===== config.mk =====
export PLATFORM = sky130hd
export DESIGN_NAME = audtx_top
export DESIGN_NICKNAME = d
export VERILOG_FILES = /design/src/rtl/audtx_pkg.sv /design/src/rtl/audtx_clkdiv.sv /design/src/rtl/audtx_framer.sv /design/src/rtl/audtx_shifter.sv /design/src/rtl/audtx_top.sv
export SDC_FILE = /design/constraint.sdc
export NUM_CORES = 1
export LEC_CHECK = 0
export ABC_AREA = 1
export CORE_ASPECT_RATIO = 1.4
export CORE_UTILIZATION = 57
export CTS_CLUSTER_DIAMETER = 40
export CTS_CLUSTER_SIZE = 24
export DETAILED_ROUTE_END_ITERATION = 10
export PLACE_DENSITY_LB_ADDON = 0.2
export SYNTH_ARGS = -nofsm -noshare
export SYNTH_HDL_FRONTEND = slang
export SYNTH_SLANG_ARGS = --single-unit

===== constraint.sdc =====
create_clock -name clk_i -period 2.95 [get_ports clk_i]
set_clock_uncertainty 0.1 [all_clocks]
set_input_delay 0.885 -clock clk_i [delete_from_list [all_inputs] [get_ports clk_i]]
set_output_delay 0.885 -clock clk_i [all_outputs]
set_load 0.01 [all_outputs]

===== src/rtl/audtx_pkg.sv =====
package audtx_pkg;
  typedef enum logic [1:0] {
    FMT_I2S      = 2'd0,
    FMT_LJ       = 2'd1,
    FMT_RJ_LONG  = 2'd2,
    FMT_RJ_SHORT = 2'd3
  } fmt_e;

  localparam int unsigned HALF_BITS  = 32;
  localparam int unsigned FRAME_BITS = 2 * HALF_BITS;
  localparam int unsigned SLOT_W     = $clog2(FRAME_BITS);
endpackage


===== src/rtl/audtx_clkdiv.sv =====
module audtx_clkdiv #(
  parameter int unsigned DIV = 4
) (
  input  logic clk_i,
  input  logic rst_ni,
  output logic bck_o,
  output logic fall_o
);
  localparam int unsigned CNT_W = (DIV > 2) ? $clog2(DIV) : 1;
  localparam int unsigned HALF  = DIV / 2;

  logic [CNT_W-1:0] cnt_q, cnt_d;
  logic             bck_q;

  // fall_o marks the edge at which bck drops and line data advances
  assign fall_o = (cnt_q == CNT_W'(DIV - 1));
  assign cnt_d  = fall_o ? '0 : cnt_q + 1'b1;
  assign bck_o  = bck_q;

  always_ff @(posedge clk_i or negedge rst_ni) begin
    if (!rst_ni) begin
      cnt_q <= '0;
      bck_q <= 1'b0;
    end else begin
      cnt_q <= cnt_d;
      bck_q <= (cnt_d >= CNT_W'(HALF));
    end
  end


  bck_toggle_point_chk: assert property (@(posedge clk_i) disable iff (!rst_ni)
    !$stable(bck_q) |-> (cnt_q == '0 || cnt_q == CNT_W'(HALF)));


  bck_low_after_fall_chk: assert property (@(posedge clk_i) disable iff (!rst_ni)
    fall_o |=> !bck_q);
endmodule


===== src/rtl/audtx_framer.sv =====
module audtx_framer
  import audtx_pkg::*;
(
  input  logic clk_i,
  input  logic rst_ni,
  input  logic fall_i,
  input  fmt_e fmt_i,
  output logic frame_start_o,
  output logic half_start_o,
  output logic right_half_o,
  output fmt_e fmt_o,
  output logic lrck_o
);
  logic [SLOT_W-1:0] slot_q, slot_d;
  fmt_e              fmt_q;
  logic              lrck_q;

  assign slot_d        = slot_q + 1'b1;
  assign frame_start_o = fall_i && (slot_q == '1);
  assign half_start_o  = fall_i && (slot_q[SLOT_W-2:0] == '1);
  assign right_half_o  = slot_d[SLOT_W-1];
  // format is fixed for the frame from its first bit on
  assign fmt_o         = frame_start_o ? fmt_i : fmt_q;
  assign lrck_o        = lrck_q;

  always_ff @(posedge clk_i or negedge rst_ni) begin
    if (!rst_ni) begin
      slot_q <= '1;
      fmt_q  <= FMT_I2S;
      lrck_q <= 1'b0;
    end else if (fall_i) begin
      slot_q <= slot_d;
      lrck_q <= (fmt_o == FMT_I2S) ? slot_d[SLOT_W-1] : ~slot_d[SLOT_W-1];
      if (frame_start_o) fmt_q <= fmt_i;
    end
  end


  lrck_on_fall_chk: assert property (@(posedge clk_i) disable iff (!rst_ni)
    !$stable(lrck_q) |-> $past(fall_i));


  fmt_frame_hold_chk: assert property (@(posedge clk_i) disable iff (!rst_ni)
    !frame_start_o |=> $stable(fmt_q));


  slot_wrap_chk: assert property (@(posedge clk_i) disable iff (!rst_ni)
    frame_start_o |=> (slot_q == '0));
endmodule


===== src/rtl/audtx_shifter.sv =====
module audtx_shifter
  import audtx_pkg::*;
#(
  parameter int unsigned W       = 24,
  parameter int unsigned SHORT_W = 16
) (
  input  logic         clk_i,
  input  logic         rst_ni,
  input  logic         fall_i,
  input  logic         frame_start_i,
  input  logic         half_start_i,
  input  logic         right_half_i,
  input  fmt_e         fmt_i,
  input  logic [W-1:0] left_i,
  input  logic [W-1:0] right_i,
  input  logic         valid_i,
  output logic         ready_o,
  output logic         dout_o
);
  localparam int unsigned HB = HALF_BITS;

  logic [W-1:0]  stg_l_q, stg_r_q, act_l_q, act_r_q;
  logic          stg_v_q;
  logic          accept;
  logic [W-1:0]  word, wsel;
  logic [HB-1:0] base, aligned, sh_q;
  logic [5:0]    off;
  logic          dout_q;

  assign ready_o = ~stg_v_q;
  assign accept  = valid_i & ~stg_v_q;
  assign dout_o  = dout_q;

  always_ff @(posedge clk_i or negedge rst_ni) begin
    if (!rst_ni) begin
      stg_l_q <= '0;
      stg_r_q <= '0;
      act_l_q <= '0;
      act_r_q <= '0;
      stg_v_q <= 1'b0;
    end else begin
      if (frame_start_i) begin
        act_l_q <= stg_v_q ? stg_l_q : '0;
        act_r_q <= stg_v_q ? stg_r_q : '0;
        stg_v_q <= 1'b0;
      end
      if (accept) begin
        stg_l_q <= left_i;
        stg_r_q <= right_i;
        stg_v_q <= 1'b1;
      end
    end
  end

  // left word is taken straight from staging since the active pair updates on the same edge
  always_comb begin
    word = right_half_i ? act_r_q : (stg_v_q ? stg_l_q : '0);
    wsel = (fmt_i == FMT_RJ_SHORT) ? (W'(word[SHORT_W-1:0]) << (W - SHORT_W)) : word;
    base = HB'(wsel) << (HB - W);
    case (fmt_i)
      FMT_I2S:     off = 6'd1;
      FMT_LJ:      off = 6'd0;
      FMT_RJ_LONG: off = 6'(HB - W);
      default:     off = 6'(HB - SHORT_W);
    endcase
    aligned = base >> off;
  end

  always_ff @(posedge clk_i or negedge rst_ni) begin
    if (!rst_ni) begin
      sh_q   <= '0;
      dout_q <= 1'b0;
    end else if (fall_i) begin
      if (half_start_i) begin
        dout_q <= aligned[HB-1];
        sh_q   <= aligned << 1;
      end else begin
        dout_q <= sh_q[HB-1];
        sh_q   <= sh_q << 1;
      end
    end
  end


  dout_on_fall_chk: assert property (@(posedge clk_i) disable iff (!rst_ni)
    !$stable(dout_q) |-> $past(fall_i));


  ready_drop_chk: assert property (@(posedge clk_i) disable iff (!rst_ni)
    (accept && !frame_start_i) |=> !ready_o);


  ready_hold_chk: assert property (@(posedge clk_i) disable iff (!rst_ni)
    (!ready_o && !frame_start_i) |=> !ready_o);


  underrun_zero_chk: assert property (@(posedge clk_i) disable iff (!rst_ni)
    (frame_start_i && !stg_v_q) |=> (act_l_q == '0 && act_r_q == '0));
endmodule


===== src/rtl/audtx_top.sv =====
module audtx_top
  import audtx_pkg::*;
#(
  parameter int unsigned CLK_DIV  = 4,
  parameter int unsigned SAMPLE_W = 24,
  parameter int unsigned SHORT_W  = 16
) (
  input  logic                clk_i,
  input  logic                rst_ni,
  input  logic [1:0]          fmt_i,
  input  logic [SAMPLE_W-1:0] left_i,
  input  logic [SAMPLE_W-1:0] right_i,
  input  logic                pair_valid_i,
  output logic                pair_ready_o,
  output logic                bck_o,
  output logic                lrck_o,
  output logic                dout_o
);
  logic fall;
  logic frame_start, half_start, right_half;
  fmt_e fmt_cur;

  audtx_clkdiv #(.DIV(CLK_DIV)) u_clkdiv (
    .clk_i  (clk_i),
    .rst_ni (rst_ni),
    .bck_o  (bck_o),
    .fall_o (fall)
  );

  audtx_framer u_framer (
    .clk_i         (clk_i),
    .rst_ni        (rst_ni),
    .fall_i        (fall),
    .fmt_i         (fmt_e'(fmt_i)),
    .frame_start_o (frame_start),
    .half_start_o  (half_start),
    .right_half_o  (right_half),
    .fmt_o         (fmt_cur),
    .lrck_o        (lrck_o)
  );

  audtx_shifter #(.W(SAMPLE_W), .SHORT_W(SHORT_W)) u_shifter (
    .clk_i         (clk_i),
    .rst_ni        (rst_ni),
    .fall_i        (fall),
    .frame_start_i (frame_start),
    .half_start_i  (half_start),
    .right_half_i  (right_half),
    .fmt_i         (fmt_cur),
    .left_i        (left_i),
    .right_i       (right_i),
    .valid_i       (pair_valid_i),
    .ready_o       (pair_ready_o),
    .dout_o        (dout_o)
  );
endmodule


# [Word-level counts from Yosys, hierarchy flattened]
# Cells that the tools add are included.
[classes] n_addsub=2 magnitude_cmp=1 eq_ne=6 shifts=1 n_mux=12 n_bitwise=3 reduce_logical=4
[ops] op="24-bit 2-to-1 mux" n=4
[ops] op="32-bit 2-to-1 mux" n=1
[ops] op="32-bit by 5-bit >> shifter with 32-bit output" n=1
[ops] op="5-bit one-hot mux with 3 select lines" n=1
[ops] op="6-bit by 1-bit adder with 6-bit output (second input constant)" n=1
[ops] op="2-bit equality test (second input constant)" n=3
[ops] op="6-bit equality test (second input constant)" n=1
[ops] op="5-bit equality test (second input constant)" n=1
[ops] op="1-bit 2-to-1 mux" n=4
[ops] op="2-bit 2-to-1 mux" n=2
[ops] op="2-bit by 1-bit adder with 2-bit output (second input constant)" n=1
[ops] op="2-bit by 1-bit equality test with 1-bit output (second input constant)" n=1
[ops] op="2-bit >= comparator (second input constant)" n=1
[ops] op="1-bit logical AND" n=2
[ops] op="2-bit logical NOT" n=1
[ops] op="1-bit NOT" n=2
[ops] op="2-bit nonzero test" n=1
[ops] op="1-bit AND" n=1
[totals] ff_bits=118 in_bits=53 output_inout_bits=4 elab_cells=40

# [Logic depth before layout (Yosys ltp)]
# Gate-level depths: netlist (run 1).
[depth] word_depth=7 mapped_depth=16 mapped_depth_nobuf=15

# [Cells and area by module]
# Synthesis (run 1) repeated with hierarchy kept, for this count alone.
[unflattened] cells_unflattened=660 area_unflattened_um2=5796.8
[modules_own_cells] module="audtx_shifter" instances=1 cells_per_inst=594 area_each_um2=5183.7 seq_area_each_um2=2627.5
[modules_own_cells] module="audtx_framer" instances=1 cells_per_inst=62 area_each_um2=546.8 seq_area_each_um2=232.7
[modules_own_cells] module="audtx_clkdiv" instances=1 cells_per_inst=4 area_each_um2=66.3 seq_area_each_um2=50.0

# [Least setup slack after synthesis (run 1)]
# OpenSTA, ideal clock, no wires.
[synth_timing] path_kind="reg2reg" startpoint="reg u_framer.slot_q[0]" endpoint="reg u_shifter.sh_q[6]" setup_ns=0.135 t_arrival_ns=1.967 required_ns=2.715 path_slack_ns=0.748 stages_incl_launch_ff=11 path_buffers=1 period_less_slack_ns=2.202 cell_sequence="dfstp_2 ha_1 inv_1 nor2_4 ha_1 nand2_1 inv_1 clkbuf_1 nand3_1 o211ai_1 o21ai_0"
[synth_via] elab_chain_len=7 word_cells_on_any_way=15
[synth_lines] item="start, declared" line_no="audtx_framer.sv:14" text="logic [SLOT_W-1:0] slot_q, slot_d;"
[synth_lines] item="start signal, assigned" line_no="audtx_framer.sv:32" text="slot_q <= slot_d;"
[synth_lines] item="6-bit equality test" line_no="audtx_framer.sv:19" text="assign frame_start_o = fall_i && (slot_q == '1);"
[synth_lines] item="1-bit logical AND" line_no="audtx_framer.sv:19"
[synth_lines] item="2-bit 2-to-1 mux" line_no="audtx_framer.sv:23" text="assign fmt_o = frame_start_o ? fmt_i : fmt_q;"
[synth_lines] item="2-bit equality test, or another cell as far along" line_no="audtx_shifter.sv:60" text="case (fmt_i)"
[synth_lines] item="5-bit one-hot mux with 3 select lines or 24-bit 2-to-1 mux (tied branches)" line_no="audtx_shifter.sv:60, audtx_shifter.sv:58"
[synth_lines] item="32-bit by 5-bit >> shifter with 32-bit output" line_no="audtx_shifter.sv:66" text="aligned = base >> off;"
[synth_lines] item="32-bit 2-to-1 mux *" line_no="audtx_shifter.sv:74" text="if (half_start_i) begin"
[synth_lines] item="end signal, assigned" line_no="audtx_shifter.sv:76" text="sh_q <= aligned << 1;"
[synth_lines] item="end signal, assigned" line_no="audtx_shifter.sv:79" text="sh_q <= sh_q << 1;"
[synth_lines] item="end, declared" line_no="audtx_shifter.sv:26" text="logic [HB-1:0] base, aligned, sh_q;"
# Mark *: on every way between the ends. The rest lies on a longest branch, timed or not.
# A chain may end at the register's enable or synchronous reset.

# [Worst setup path in the final report (run 1)]
[layout_timing] startpoint="reg u_shifter.stg_v_q" endpoint="out pair_ready_o"
[layout_via] elab_chain_len=1
[layout_lines] item="start, declared" line_no="audtx_shifter.sv:23" text="logic stg_v_q;"
[layout_lines] item="start signal, assigned" line_no="audtx_shifter.sv:40" text="stg_v_q <= 1'b0;"
[layout_lines] item="start signal, assigned" line_no="audtx_shifter.sv:45" text="stg_v_q <= 1'b0;"
[layout_lines] item="start signal, assigned" line_no="audtx_shifter.sv:50" text="stg_v_q <= 1'b1;"
[layout_lines] item="1-bit NOT" line_no="audtx_shifter.sv:30" text="assign ready_o = ~stg_v_q;"
[layout_lines] item="end, declared" line_no="audtx_top.sv:14" text="output logic pair_ready_o,"
# Every way passes these cells.

==> results of run 1 <==
layer usage:
metal	GRT usage (%)	up-vias	part of all wire [%]
met5	0	-	0
met4	15.8	0	3.5
met3	5.37	38	4.2
met2	54.5	171	51
met1	37.0	2553	41
li1	-	2497	-
worst register-to-register path, stage by stage, from the launching register on:
cell and delay, ns:
dfstp_2 0.57, nand3_1 0.12, o21bai_2 0.17, nand2_2 0.26, buf_12 0.26, o21ai_0 0.54, nand2_1 0.16, nand3_1 0.12
nand2_1 0.05, nand2_1 0.07, a21oi_1 0.06
power by group:
group          leakage (nW)  switching (mW)  total [mW]  internal (mW)
clock                 0.266           0.807        1.90           1.10
sequential             1.43               0        1.59           1.59
combinational          1.75          0.0416       0.105         0.0637
sequential cells by signal, summed over array words and instances, names as in the netlist:
register / flops
u_shifter.act_r_q: 24
u_clkdiv.bck_o: 1
u_framer.lrck_o: 1
u_shifter.stg_l_q: 24
u_shifter.dout_o: 1
u_framer.fmt_q: 2
u_shifter.stg_v_q: 1
u_shifter.sh_q: 31
u_clkdiv.cnt_q: 1
u_framer.slot_q: 6
u_shifter.stg_r_q: 24
per-stage QoR:
stage	cells	util (%)	cell area, sq um	setup slack (ns)	hold slack, ns
2_1_floorplan	723	-	6050	0.748	0.301
3_3_place_gp	898	65.3	6760	0.263	0.313
3_5_place_dp	898	65.3	6760	0.194	0.322
4_1_cts	930	70.6	7300	0.237	0.328
5_1_grt	930	70.6	7300	0.209	0.344
6_report	930	70.6	7300	0.236	0.319
Yosys cell counts:
master,n,area share (%)
a21boi_0,1,0.12
a21oi_1,50,4.1
a21oi_2,1,0.14
a31oi_1,1,0.10
and3_1,1,0.10
buf_1,1,0.062
buf_2,6,0.50
buf_4,4,0.50
buf_6,4,0.74
buf_8,1,0.25
clkbuf_1,26,1.6
dfrtp_1,110,46
dfstp_2,6,2.6
ha_1,3,0.62
inv_1,48,3.0
inv_2,5,0.31
mux2_2,40,7.5
nand2_1,187,12
nand2_2,11,1.1
nand2_4,4,0.74
nand3_1,68,5.6
nand3_2,2,0.33
nand3b_1,2,0.25
nand4_1,1,0.10
nor2_1,40,2.5
nor2_2,1,0.10
nor2_4,4,0.74
nor2_8,1,0.33
o211ai_1,11,1.4
o211ai_2,1,0.21
o21ai_0,63,5.2
o21ai_1,12,0.99
o21ai_2,1,0.14
o21bai_2,1,0.19
o22ai_1,2,0.21
xnor2_1,1,0.14
xor2_1,2,0.29
cell families after synthesis:
group / after synthesis / share of synthesized area (%)
fa+ha+maj: 3 / 0.621
simple gates: 322 / 23.6
mux: 40 / 7.45
compound gates: 144 / 12.8
flops: 116 / 48.1
buf+inv: 95 / 6.95
xor+xnor: 3 / 0.435
final cells by class:
cell class,instances,area (sq um),share of cell area [%]
Clock buffer,18,429,5.88
Sequential cell,116,2910,39.9
Inverter,53,199,2.72
Timing Repair Buffer,79,756,10.3
Multi-Input combinational cell,512,2720,37.2
Tap cell,138,173,2.36
Clock inverter,14,118,1.61
how the worst min path moves through the flow:
| stage | startpoint | end | depth (start not counted) |
|---|---|---|---|
| floorplan | u_clkdiv.cnt_q[0]$_DFF_PN0_ | u_clkdiv.cnt_q[0]$_DFF_PN0_ | 1 |
| global route | u_clkdiv.cnt_q[0]$_DFF_PN0_ | u_clkdiv.cnt_q[0]$_DFF_PN0_ | 1 |
| finish | rst_ni | u_framer.fmt_q[0]$_DFFE_PN0N_ | 1 |
| CTS | rst_ni | u_shifter.sh_q[14]$_DFFE_PN0N_ | 1 |
| detailed placement | u_clkdiv.cnt_q[0]$_DFF_PN0_ | u_clkdiv.cnt_q[0]$_DFF_PN0_ | 1 |
| global placement | u_clkdiv.cnt_q[0]$_DFF_PN0_ | u_clkdiv.cnt_q[0]$_DFF_PN0_ | 1 |
==> results.yml, run 1 <==
timing:
  fmax_mhz: 368
  fin_tns_setup_ns: 0
  slew_headroom_pct: 52.4
  finalSetupViolCount: 0
  slew_viol_final: 0
  tightest_slew_ns: 0.706
  period_minus_slack_ns: 2.71
  rsz0062_at_grt: "no"
  final_hold_viol_count: 0
  post-route-period-util_pct: 92.0
critical_path:
  crit_chain: "inv_1 > clkdlybuf4s50_1"
  endpoint: "pair_ready_o"
  cpPeakStageDelay_ns: 0.62
  cp.arrival_ns: 1.73
  reg2reg_to: "u_shifter.sh_q[17]$_DFFE_PN0N_"
  cp_slowest_cell: "clkdlybuf4s50_1"
  cp_top_family: "buffers and inverters"
  worstSetupPathType: "reg -> out"
  critPathMaxFanout: 11
  worstSetupPathDepth: 2
  reg2reg_from: "u_framer.slot_q[0]$_DFFE_PN1N_"
  regToRegSetupSlack_ns: 0.35
  cp-end-kind: "primary output"
  required_ns: 1.97
  cp-start-kind: "flip-flop"
  critPathBufInv: 2
  startpoint: "u_shifter.stg_v_q$_DFFE_PN0P_"
  r2r_cells: 10
grt:
  grt_pass1_wl_microns: 25600
  globalRouteOverflowTotal: 0
  grt_pass1_vias: 5171
  track_usage_pct: 31.3
  antenna_found_initial: 0
  grt_max_degree: 59
finish:
  fillers: 817
  area_growth_pct: 20.8
  layout-drive-gt1-share_pct: 16.9
  final_common_cell: "nand2_1"
  final_cell_mix: "186 x nand2_1, 110 x dfrtp_1, 68 x nand3_1, 63 x o21ai_0, 55 x clkdlybuf4s50_1"
  n_antenna_cell: 0
  nets: 835
route:
  wl_microns: 16000
  wl_per_cell_microns: 17.2
  firstDrtPassIters: 4
  route.detailed.drc: 0
  viasPerCell: 5.65
  vias: 5259
  drt_iter0_drc: 277
  ant_nets: 0
synthesis:
  ys_ff_latch: 116
  ys_seq_area_share_pct: 48.1
  syn_nets: 779
  syn_area_sq_um: 6050
  synth_cells: 723
  avgSynthCellArea_sq_um: 8.36
  ys_warn_count: 0
  synth.distinct_cells: 37
die:
  start_util_pct: 58.4
  num_rows: 44
  core_sq_um: 10300
  die_x_microns: 89.0
  ios: 57
  die_area_sq_um: 11000
  die_y_microns: 124
clocking:
  cts-resized-gates: 0
  cts_setup_buffers: 0
  clk_pin_slew_ns: 0.06
  tritoncts: "yes"
  cts_buffers: 17
  cts_sinks: 116
  h-tree-depth: 4
  clockBufferDepth: 2
  clockRootBuffer: "clkbuf_16"
  cts_hold_buf: 0
  clk-insertion-delay-late_ns: 0.42
placed_design:
  gp_congestion: 0.920
  dp_hpwl_microns: 11400
  port-buffer-count: 56
hold_path:
  min_path_type: "in -> async"
flow_run:
  maxCapViolCount: 0
power_and_ir_drop:
  p_total_mw: 3.60
  power.leakage_nw: 3.45
  p_per_area_nw_per_um2: 493
  ir_worst_vdd_mv: 0.404
status:
  outcome: "finished, final reports clean"
(Power assumes the default switching activity.)
==> run 2, diff against run 1 <==
--- a/config.mk
+++ b/config.mk
@@ -7,7 +7,7 @@
 export LEC_CHECK = 0
 export ABC_AREA = 1
 export CORE_ASPECT_RATIO = 1.4
-export CORE_UTILIZATION = 57
+export CORE_UTILIZATION = 53
 export CTS_CLUSTER_DIAMETER = 40
 export CTS_CLUSTER_SIZE = 24
 export DETAILED_ROUTE_END_ITERATION = 10
==> run 2 against run 1 <==
  * Cell count increased by 0.54%
  * Largest power group unchanged
  * Sequential power about the same
  * Sequential share of layout area decreased by 0.32 points
  * Flip-flop and latch count unchanged
==> results.yml, run 2 (synthesis gave the netlist of run 1 again) <==
clocking:
  clockBufferDepth: 2
  clockRootBuffer: "clkbuf_16"
  clk_pin_slew_ns: 0.06
  cts_hold_buf: 0
  h-tree-depth: 4
  tritoncts: "yes"
  cts_sinks: 116
  cts-resized-gates: 0
  cts_setup_buffers: 0
  cts_buffers: 17
  clk-insertion-delay-late_ns: 0.42
status:
  outcome: "finished, final reports clean"
route:
  wl_met1_microns: 6830
  wl_per_cell_microns: 17.9
  firstDrtPassIters: 5
  vias: 5332
  drt_iter0_drc: 397
  wl_met2_microns: 8390
  top_layer_used: "met4"
  route.detailed.drc: 0
  ant_nets: 0
  met3WireLength_microns: 910
  viasPerCell: 5.70
  wl_microns: 16700
timing:
  slew_viol_final: 0
  slew_headroom_pct: 54.4
  fmax_mhz: 373
  finalSetupViolCount: 0
  fin_tns_setup_ns: 0
  period_minus_slack_ns: 2.68
  final_hold_viol_count: 0
  post-route-period-util_pct: 90.8
  rsz0062_at_grt: "no"
  hold_slack_ns: 0.332
  tightest_slew_ns: 0.684
grt:
  globalRouteOverflowTotal: 0
  grt_max_degree: 58
  grt_pass1_wl_microns: 27600
  grt_pass1_vias: 5441
  antenna_found_initial: 0
  track_usage_pct: 30.6
die:
  num_rows: 45
  start_util_pct: 55.1
  die_area_sq_um: 11800
  ios: 57
  die_y_microns: 128
  core_sq_um: 11000
  die_x_microns: 92.3
finish:
  final_cell_mix: "186 x nand2_1, 110 x dfrtp_1, 68 x nand3_1, 63 x o21ai_0, 55 x clkdlybuf4s50_1"
  n_antenna_cell: 0
  fillers: 850
  area_growth_pct: 21.8
  nets: 837
  final_common_cell: "nand2_1"
  largest_reg_flops: 31
  final_area_sq_um: 7360
  layout-drive-gt1-share_pct: 17.1
  regMostFlops: "u_shifter.sh_q"
critical_path:
  critPathMaxFanout: 11
  reg2reg_to: "u_shifter.sh_q[9]$_DFFE_PN0N_"
  r2r_cells: 10
  cp.arrival_ns: 1.69
  cp-start-kind: "flip-flop"
  regToRegSetupSlack_ns: 0.30
  reg2reg_from: "u_framer.slot_q[4]$_DFFE_PN1N_"
  required_ns: 1.97
  cp-end-kind: "primary output"
  worstSetupPathType: "reg -> out"
hold_path:
  min_path_type: "in -> async"
power_and_ir_drop:
  p_per_area_nw_per_um2: 504
  power.leakage_nw: 3.47
  ir_worst_vdd_mv: 0.389
flow_run:
  maxCapViolCount: 0
placed_design:
  post_dp_cell_area_sq_um: 6790
  dp_hpwl_microns: 11800
  gp_congestion: 0.889
  port-buffer-count: 56
## run 2: power by group
group          total (mW)  leakage [nW]  switching [mW]  internal (mW)
clock network        2.01         0.272           0.822           1.19
logic               0.108          1.77          0.0424         0.0655
registers            1.59          1.43               0           1.59
## run 2: through the flow
stage / cells / util [%] / setup slack, ns / total power [mW]
detailed placement: 903 / 61.8 / 0.187 / 1.73
CTS: 935 / 67.0 / 0.251 / 3.73
floorplan: 723 / - / 0.748 / 1.62
global route: 935 / 67.0 / 0.0805 / 3.80
finish: 935 / 67.0 / 0.271 / 3.71
global placement: 903 / 61.8 / 0.193 / 1.73
## run 2: area by class of cell
cell class                 instances  area (sq um)  area share, %
tap                              141           176           2.40
clock inverter                    14           145           1.97
sequential                       116          2910           39.5
inverter                          53           199           2.70
timing repair buffer              81           783           10.6
clock buffer                      18           429           5.83
multi-input combinational        512          2720           36.9
## run 2: worst max path at each step
stage / from / endpoint / slack, ns / cells after the start
floorplan: u_framer.slot_q[0]$_DFFE_PN1N_ / u_shifter.sh_q[6]$_DFFE_PN0N_ / 0.75 / 10
global placement: fmt_i[1] / u_shifter.sh_q[20]$_DFFE_PN0N_ / 0.19 / 9
detailed placement: fmt_i[1] / u_shifter.sh_q[17]$_DFFE_PN0N_ / 0.19 / 10
CTS: u_shifter.stg_v_q$_DFFE_PN0P_ / pair_ready_o / 0.25 / 2
global route: u_framer.slot_q[0]$_DFFE_PN1N_ / u_shifter.sh_q[11]$_DFFE_PN0N_ / 0.08 / 12
finish: u_shifter.stg_v_q$_DFFE_PN0P_ / pair_ready_o / 0.27 / 2
## run 2: critical path, cell delays in order (launching register included)
cell and delay, ns:
dfrtp_1 0.37, inv_1 0.29, clkdlybuf4s50_1 0.61
## run 2: per-layer routing
layer,vias to the layer above,global-route usage (%)
li1,2504,-
met1,2554,38.5
met2,226,52.0
met3,48,4.79
met4,0,14.2
met5,-,0
==> run 3, diff against run 2 <==
--- a/config.mk
+++ b/config.mk
@@ -6,10 +6,12 @@
 export NUM_CORES = 1
 export LEC_CHECK = 0
 export ABC_AREA = 1
+export CELL_PAD_IN_SITES_DETAIL_PLACEMENT = 1
+export CELL_PAD_IN_SITES_GLOBAL_PLACEMENT = 1
 export CORE_ASPECT_RATIO = 1.4
-export CORE_UTILIZATION = 53
+export CORE_UTILIZATION = 43
 export CTS_CLUSTER_DIAMETER = 40
-export CTS_CLUSTER_SIZE = 24
+export CTS_CLUSTER_SIZE = 20
 export DETAILED_ROUTE_END_ITERATION = 10
 export PLACE_DENSITY_LB_ADDON = 0.2
 export SYNTH_ARGS = -nofsm -noshare
==> run 3 against run 2 <==
  * Core utilization decreased by 12 points
  * Combinational power decreased by 4%
  * Flip-flop and latch count unchanged
  * Count of clock-buffer cells in the layout unchanged
  * Critical path type is now reg -> reg
  * Highest routed layer unchanged
==> results.yml, run 3 (synthesis gave the netlist of run 1 again) <==
status:
  outcome: "finished, final reports clean"
critical_path:
  critPathMaxFanout: 19
  cp_slowest_cell: "dfstp_2"
  cp-start-kind: "flip-flop"
  required_ns: 3.16
  cp_top_family: "compound AO/OA/AOI/OAI gates"
  cp.arrival_ns: 2.97
  critPathBufInv: 2
  worst_path_most_repeated_cell: "nand2_1"
  cp-end-kind: "flip-flop"
  worstSetupPathType: "reg -> reg"
  crit_chain: "nand2_1 > o21bai_2 > nand2_2 > buf_4 > o21ai_0 > inv_1 > nand2_1 > o21ai_1 > nand2_1 > nand2_1 > nand2_1 > nand2_1"
  cpPeakStageDelay_ns: 0.56
die:
  num_rows: 50
  die_y_microns: 142
  core_sq_um: 13600
  ios: 57
  die_area_sq_um: 14500
  die_x_microns: 102
  start_util_pct: 44.5
route:
  ant_nets: 0
  drt_iter0_drc: 187
  wl_per_cell_microns: 19.7
  vias: 5353
  wl_microns: 19300
  viasPerCell: 5.48
  firstDrtPassIters: 4
  route.detailed.drc: 0
finish:
  nets: 837
  n_antenna_cell: 0
  largest_reg_flops: 31
  final_area_sq_um: 7430
  final_cell_mix: "186 x nand2_1, 110 x dfrtp_1, 68 x nand3_1, 63 x o21ai_0, 55 x clkdlybuf4s50_1"
  layoutNonFillerInstCount: 976
  area_growth_pct: 22.9
  regMostFlops: "u_shifter.sh_q"
  layout-drive-gt1-share_pct: 17.1
  final_common_cell: "nand2_1"
  final_util_pct: 54.7
power_and_ir_drop:
  swShare_pct: 22.6
  switching_power_uw: 876
  p_comb_share_pct: 2.7
  p_per_area_nw_per_um2: 521
  power.leakage_nw: 3.48
  p_int_mw: 2.99
  pwr-share-seq_pct: 41.1
  p_clk_share_pct: 56.2
  ir_worst_vdd_mv: 0.356
clocking:
  clockBufferDepth: 2
  tritoncts: "yes"
  clk_pin_slew_ns: 0.06
  cts_setup_buffers: 0
  h-tree-depth: 4
  clockRootBuffer: "clkbuf_16"
  cts_sinks: 116
  cts-resized-gates: 0
  cts_buffers: 17
  clk-insertion-delay-late_ns: 0.43
  cts_hold_buf: 0
grt:
  globalRouteOverflowTotal: 0
  grt_pass1_wl_microns: 31400
  antenna_found_initial: 0
  grt_max_degree: 117
  track_usage_pct: 29.1
  grt_pass1_vias: 5848
placed_design:
  gp_congestion: 0.905
  post_dp_cell_area_sq_um: 6830
  dp_hpwl_microns: 13400
  dp.cells: 944
  port-buffer-count: 56
timing:
  slew_viol_final: 0
  final_hold_viol_count: 0
  post-route-period-util_pct: 93.6
  finalSetupViolCount: 0
  slew_headroom_pct: 50.9
  tightest_slew_ns: 0.729
  period_minus_slack_ns: 2.76
  rsz0062_at_grt: "no"
  fmax_mhz: 362
  fin_tns_setup_ns: 0
hold_path:
  min_path_type: "reg -> reg"
flow_run:
  maxCapViolCount: 0
## run 3: changes by cell type in the layout (fill, tap and decap cells not counted), sizes merged
cell	change
clkinv	+4
bufinv	+2
clkinvlp	-2
inv	-4
## run 3: metrics by stage
step	worst slack [ns]	hold WS, ns	power, mW
final	0.190	0.341	3.87
after global routing	0.0115	0.357	3.98
after CTS	0.211	0.340	3.90
after detailed placement	0.0591	0.328	1.73
after global placement	0.0658	0.314	1.72
after floorplan	0.748	0.301	1.62
## run 3: cell type report
| cell class | count | area [sq um] |
|---|---|---|
| Multi-Input combinational cell | 512 | 2720 |
| Timing Repair Buffer | 81 | 771 |
| Sequential cell | 116 | 2910 |
| Inverter | 53 | 199 |
| Tap cell | 182 | 228 |
| Clock inverter | 14 | 178 |
| Clock buffer | 18 | 429 |
| Fill cell | 1623 | 6140 |
## run 3: path summary, 6_finish.rpt
kind / startpoint / to / slack [ns] / depth (start not counted)
worst max-delay path: u_framer.slot_q[2]$_DFFE_PN1N_ / u_shifter.sh_q[11]$_DFFE_PN0N_ / 0.19 / 12
worst min-delay path: u_clkdiv.cnt_q[0]$_DFF_PN0_ / u_clkdiv.cnt_q[0]$_DFF_PN0_ / 0.34 / 1
worst max register to register: u_framer.slot_q[2]$_DFFE_PN1N_ / u_shifter.sh_q[11]$_DFFE_PN0N_ / 0.19 / 12
worst min register to register: u_clkdiv.cnt_q[0]$_DFF_PN0_ / u_clkdiv.cnt_q[0]$_DFF_PN0_ / 0.34 / 1
max in group asynchronous: rst_ni / u_shifter.act_r_q[18]$_DFFE_PN0N_ / 1.82 / 2
min in group asynchronous: rst_ni / u_clkdiv.cnt_q[0]$_DFF_PN0_ / 0.46 / 2
## run 3: power by group through the flow
| stage | Clock [mW] | Combinational (mW) | Sequential [mW] |
|---|---|---|---|
| after global placement | 0 | 0.105 | 1.62 |
| after detailed placement | 0 | 0.107 | 1.62 |
| after floorplan | 0 | 0.00110 | 1.62 |
| after global routing | 2.27 | 0.117 | 1.59 |
| final | 2.17 | 0.104 | 1.59 |
| after CTS | 2.20 | 0.108 | 1.59 |
## run 3: per-layer routing
layer  GRT usage (%)  part of all wire, %  vias to the layer above
li1                -                    -                     2497
met1            34.6                   41                     2683
met2            51.0                   53                      131
met3            4.91                  3.3                       42
met4            12.3                  3.2                        0
met5               0                    0                        -
